[src/rtl/duo_seg_pkg.sv]
package duo_seg_pkg;

   localparam int SEG_N   = 7;
   localparam int DIGIT_W = 4;
   localparam int MAX_VAL = 99;

   typedef logic [SEG_N-1:0]   seg_t;
   typedef logic [DIGIT_W-1:0] digit_t;

   typedef enum logic {
      SIDE_RIGHT = 1'b0,
      SIDE_LEFT  = 1'b1
   } side_e;

endpackage

[src/rtl/duo_refresh_timer.sv]
module duo_refresh_timer #(
   parameter int REFRESH_BITS = 18
) (
   input  logic clk,
   input  logic rst,
   output logic phase_o
);
   logic [REFRESH_BITS-1:0] cnt_q;

   initial begin
      if (REFRESH_BITS < 2) $error("duo_refresh_timer: REFRESH_BITS must be at least 2");
   end

   always_ff @(posedge clk) begin
      if (rst) cnt_q <= '0;
      else     cnt_q <= cnt_q + 1'b1;
   end

   assign phase_o = cnt_q[REFRESH_BITS-1];

   // every full count wraps to zero
   assert_wrap_R4: assert property (@(posedge clk) disable iff (rst)
      (cnt_q == '1) |=> (cnt_q == '0));

   // reset restarts the count
   assert_cnt_reset_R1: assert property (@(posedge clk)
      rst |=> (cnt_q == '0));
endmodule

[src/rtl/duo_decimal_split.sv]
module duo_decimal_split
   import duo_seg_pkg::*;
#(
   parameter int VALUE_W = 7
) (
   input  logic [VALUE_W-1:0] value_i,
   output digit_t             tens_o,
   output digit_t             units_o
);
   localparam int CALC_W = (VALUE_W > 7) ? VALUE_W : 7;

   initial begin
      if (VALUE_W < 7) $error("duo_decimal_split: VALUE_W must hold 99");
   end

   logic [CALC_W-1:0] wide_v;
   logic [CALC_W-1:0] clamped_v;
   logic [CALC_W-1:0] tens_w;
   logic [CALC_W-1:0] units_w;

   always_comb begin
      wide_v    = CALC_W'(value_i);
      clamped_v = (wide_v > CALC_W'(MAX_VAL)) ? CALC_W'(MAX_VAL) : wide_v;
      tens_w    = clamped_v / CALC_W'(10);
      units_w   = clamped_v - tens_w * CALC_W'(10);
      tens_o    = digit_t'(tens_w);
      units_o   = digit_t'(units_w);
   end

   // oversize inputs come out as 9 and 9
   always_comb begin
      if (wide_v > CALC_W'(MAX_VAL))
         assert_clamp_R6: assert (tens_o == 4'd9 && units_o == 4'd9);
   end
endmodule

[src/rtl/duo_glyph_rom.sv]
module duo_glyph_rom
   import duo_seg_pkg::*;
(
   input  digit_t digit_i,
   output seg_t   seg_o
);
   always_comb begin
      unique case (digit_i)
         4'd0:    seg_o = 7'h3F;
         4'd1:    seg_o = 7'h06;
         4'd2:    seg_o = 7'h5B;
         4'd3:    seg_o = 7'h4F;
         4'd4:    seg_o = 7'h66;
         4'd5:    seg_o = 7'h6D;
         4'd6:    seg_o = 7'h7D;
         4'd7:    seg_o = 7'h07;
         4'd8:    seg_o = 7'h7F;
         4'd9:    seg_o = 7'h6F;
         default: seg_o = 7'h00;
      endcase
   end
endmodule

[src/rtl/duo_seg_display.sv]
module duo_seg_display
   import duo_seg_pkg::*;
#(
   parameter int VALUE_W      = 7,
   parameter int REFRESH_BITS = 18
) (
   input  logic               clk,
   input  logic               rst,
   input  logic [VALUE_W-1:0] value_i,
   output logic [6:0]         seg_o,
   output logic               sel_o
);
   localparam int DIGITS = 2;

   logic   phase_w;
   digit_t digit_w [DIGITS];
   seg_t   glyph_w [DIGITS];
   seg_t   seg_next;

   duo_refresh_timer #(.REFRESH_BITS(REFRESH_BITS)) u_timer (
      .clk     (clk),
      .rst     (rst),
      .phase_o (phase_w)
   );

   duo_decimal_split #(.VALUE_W(VALUE_W)) u_split (
      .value_i (value_i),
      .tens_o  (digit_w[SIDE_LEFT]),
      .units_o (digit_w[SIDE_RIGHT])
   );

   for (genvar gi = 0; gi < DIGITS; gi++) begin : g_glyph
      duo_glyph_rom u_rom (
         .digit_i (digit_w[gi]),
         .seg_o   (glyph_w[gi])
      );
   end

   assign seg_next = phase_w ? glyph_w[SIDE_LEFT] : glyph_w[SIDE_RIGHT];

   always_ff @(posedge clk) begin
      if (rst) begin
         seg_o <= '0;
         sel_o <= SIDE_RIGHT;
      end else begin
         seg_o <= seg_next;
         sel_o <= phase_w;
      end
   end

   // reset blanks the segments and selects the right digit
   assert_reset_out_R1: assert property (@(posedge clk)
      rst |=> (seg_o == '0 && sel_o == 1'b0));

   // select follows the counter phase one edge later
   assert_sel_phase_R4: assert property (@(posedge clk) disable iff (rst)
      1'b1 |=> (sel_o == $past(phase_w)));

   // after a normal edge some segment of a real digit is lit
   assert_glyph_lit_R3: assert property (@(posedge clk) disable iff (rst)
      1'b1 |=> (seg_o != '0));

   // both decimal digits are in 0..9
   always_comb begin
      assert_digit_range_R2: assert (digit_w[0] <= 4'd9 && digit_w[1] <= 4'd9);
   end
endmodule

[config.mk]
export PLATFORM = sky130hd
export DESIGN_NAME = duo_seg_display
export DESIGN_NICKNAME = d
export VERILOG_FILES = /design/src/rtl/duo_seg_pkg.sv /design/src/rtl/duo_refresh_timer.sv /design/src/rtl/duo_decimal_split.sv /design/src/rtl/duo_glyph_rom.sv /design/src/rtl/duo_seg_display.sv
export SDC_FILE = /design/constraint.sdc
export NUM_CORES = 1
export LEC_CHECK = 0
export BUFFER_PORTS_ARGS = -buffer_cell sky130_fd_sc_hd__buf_2
export CAP_MARGIN = 20
export CORE_MARGIN = 10
export CORE_UTILIZATION = 60
export CTS_CLUSTER_SIZE = 12
export DETAILED_ROUTE_END_ITERATION = 10
export PLACE_DENSITY_LB_ADDON = 0.08
export RECOVER_POWER = 100
export SLEW_MARGIN = 15
export SYNTH_ARGS = -nofsm -noshare
export SYNTH_HDL_FRONTEND = slang
export SYNTH_SLANG_ARGS = --single-unit
[constraint.sdc]
create_clock -name clk -period 7 [get_ports clk]
set_input_delay 0.35 -clock clk [delete_from_list [all_inputs] [get_ports clk]]
set_output_delay 0.35 -clock clk [all_outputs]
set_load 0.02 [all_outputs]
==> results.toml <==
[synthesis]
synth_top_area_share = 0.261
async_flop_share = 0
netlist_instances = 234
synth_nets = 261
yosys.area.top_type = "dfxtp_1"
ys_top_cells_by_area = "dfxtp_1 (26%), ha_1 (11%), nor2_1 (6.2%), xor2_1 (6.1%), nand2_1 (3.2%)"
synth.distinct_cells = 58
syn-cell-area_mm2 = 0.00200
seq_area_frac_synth = 0.261
synth_edf_count = 0
synth_area_per_cell_um2 = 8.53
synth_flop_cell = "dfxtp_1"
yosys_warnings = 0
synth-seq-cells = 26

[global_route]
grt_pass1_wl_mm = 6.49
grt_max_degree = 27
antenna_found_initial = 0
grt_pass1_vias = 1503
grt.overflow.total = 0
grt_usage = 0.124

[cts]
cts_tree = "yes"
numCtsBuffers = 3
htreeDepth = 1
insertion_delay_ns = 0.32
cts_buffer_depth = 2
tritoncts_num_sinks = 26
cts_setup_buffers = 0
clkTransAtPathRegs_ns = 0.14
ctsResizeCount = 0
hold_buffers = 0
root_buffer = "clkbuf_4"

[floorplan]
fp.dieW_um = 77.7
io_pins = 17
rows = 20
die_area_mm2 = 0.00603
floorplan.initialDensity = 0.638
die_h_um = 77.7
core_area_mm2 = 0.00313

[place]
place.gp.congestion = 0.852
port_buffers = 16
dp_hpwl_mm = 2.82

[power_and_ir_drop]
combinationalPowerShare = 0.433
pwr-share-clk = 0.213
switching_share = 0.368
p_switching_uw = 175
leakage_nw = 0.840
vdd_drop_max_uv = 149
p_seq_frac = 0.353
power.density_mw_per_mm2 = 228
p_int_uw = 301

[final_layout]
utilization = 0.666
area_delta_synth_final_pct = 4.45
drive_gt1_frac = 0.128
nFillCells = 313
fin_nets = 270
antenna_cells = 0

[route]
num_vias = 1616
drt-pass1-iter-count = 4
wire_per_inst_um = 13.1
antenna_left = 0
drtIter0Drc = 102
drc = 0
via_per_inst = 5.65
wl_mm = 3.75

[timing]
finalSetupTns_ns = 0
setup_viol = 0
slew_headroom = 0.234
period_minus_slack_ns = 6.37
skew_ns = 0.0137
hold_viol = 0
maxSlewViolCount = 0
finalCritPeriodShare = 0.910
tightestPinTransition_ns = 1.15
rsz0062_at_grt = "false"
max_freq_mhz = 157

[worst_setup_path]
cpPeakStageDelay_ns = 0.51
cp_max_fo = 13
worst-setup-path-type = "in -> reg"
end_kind = "flip-flop"
cp.required_ns = 7.21
crit_arrival_ns = 6.58
cp_cell_sequence = "clkbuf_2, nand2_1, and2_1, ha_1, nand2_1, and2_1, o32ai_1, ha_1, or2_1, a21oi_2, nor3_1, a211oi_1, o21bai_1, inv_1, ha_1, a211oi_1, or4_4, or2_0, ha_1, fa_1, xor2_1, nor3_2, o21a_4, a2111oi_1"
cp_slowest_cell = "or4_4"
worst_path_most_repeated_cell = "ha_1"
start_kind = "input port"

[worst_hold_path]
min_path_type = "reg -> reg"

[outcome]
status = "finished clean"

[job]
cap_viol_max_count = 0
[critical path: cells and delay by family]
family | cells | cell delay (ns)
AND/OR/NAND/NOR | 9 | 2.10
AO/OA/AOI/OAI | 7 | 1.64
adder cells (fa/ha/maj) | 5 | 1.68
XOR/XNOR | 1 | 0.38
buffers and inverters | 2 | 0.41
[per-stage QoR]
stage,hold slack [ns],area [um2],total power [mW],setup slack (ns),instances
finish,0.470,2080,0.476,0.628,286
global placement,0.429,2040,0.379,0.584,282
floorplan,0.413,2000,0.342,1.16,234
global route,0.504,2080,0.508,0.160,286
detailed placement,0.437,2040,0.381,0.373,282
CTS,0.444,2100,0.483,0.710,286
[flip-flops by register name, summed over array words and instances, names as in the netlist]
name and cells:
sel_o 1, u_timer.cnt_q 18, seg_o 7
[metal layers]
| metal | track usage | share of wire | vias up | routed length [um] |
|---|---|---|---|---|
| met5 | 0 | 0 | - | 0 |
| li1 | - | - | 839 | - |
| met2 | 0.201 | 0.45 | 34 | 1670 |
| met1 | 0.157 | 0.49 | 741 | 1830 |
| met3 | 0.0426 | 0.062 | 2 | 234 |
| met4 | 0.0182 | 0.0032 | 0 | 12 |
[power by group through the flow]
stage / combinational (mW) / clock [mW] / sequential (mW)
4_1_cts: 0.210 / 0.105 / 0.168
2_1_floorplan: 0.151 / 0 / 0.191
3_3_place_gp: 0.208 / 0 / 0.171
5_1_grt: 0.229 / 0.110 / 0.170
6_report: 0.206 / 0.101 / 0.168
3_5_place_dp: 0.209 / 0 / 0.171
[cell usage in the layout, fill, tap and decap left out, types with 4 or more instances in the layout]
cell type / n
a21boi_0: 4
a21oi_1: 6
buf_2: 6
clkbuf_1: 9
dfxtp_1: 26
ha_1: 17
inv_1: 10
nand2_1: 17
nand3_1: 9
nand4_1: 5
nor2_1: 33
nor2b_1: 5
o21ai_0: 8
xnor2_1: 4
xor2_1: 14
[worst paths after layout]
path	depth (start not counted)	from	slack [ns]	endpoint
max	24	value_i[5]	0.63	seg_o[3]$_SDFF_PP0_
min	1	u_timer.cnt_q[0]$_SDFF_PP0_	0.47	u_timer.cnt_q[0]$_SDFF_PP0_
max reg2reg	8	u_timer.cnt_q[3]$_SDFF_PP0_	5.12	u_timer.cnt_q[16]$_SDFF_PP0_
min reg2reg	1	u_timer.cnt_q[0]$_SDFF_PP0_	0.47	u_timer.cnt_q[0]$_SDFF_PP0_
[area by class of cell]
class / count / area (um2) / area share
inverters: 10 / 37.5 / 0.0180
flip-flops and latches: 26 / 520 / 0.250
repair buffers: 16 / 68.8 / 0.0330
clock buffers: 3 / 22.5 / 0.0108
multi-input cells: 186 / 1350 / 0.648
clock inverters: 1 / 30.0 / 0.0144
well taps: 44 / 55.1 / 0.0264
[logic make-up after synthesis]
family,after synthesis,synth area share
simple gates,97,0.254
compound gates,49,0.206
flops,26,0.261
buf+inv,22,0.0627
xor+xnor,18,0.0790
fa+ha+maj,18,0.117
mux,4,0.0207
[cell usage after synthesis, drive strengths merged, types with 5 or more instances]
cell,count
dfxtp,26
buf,7
a2111oi,5
nor2b,5
nand3,9
inv,10
ha,17
xor2,14
nand4,5
a21oi,9
o21ai,9
clkbuf,5
nor2,34
nand2,17
Power figures use the tool's default switching activity.
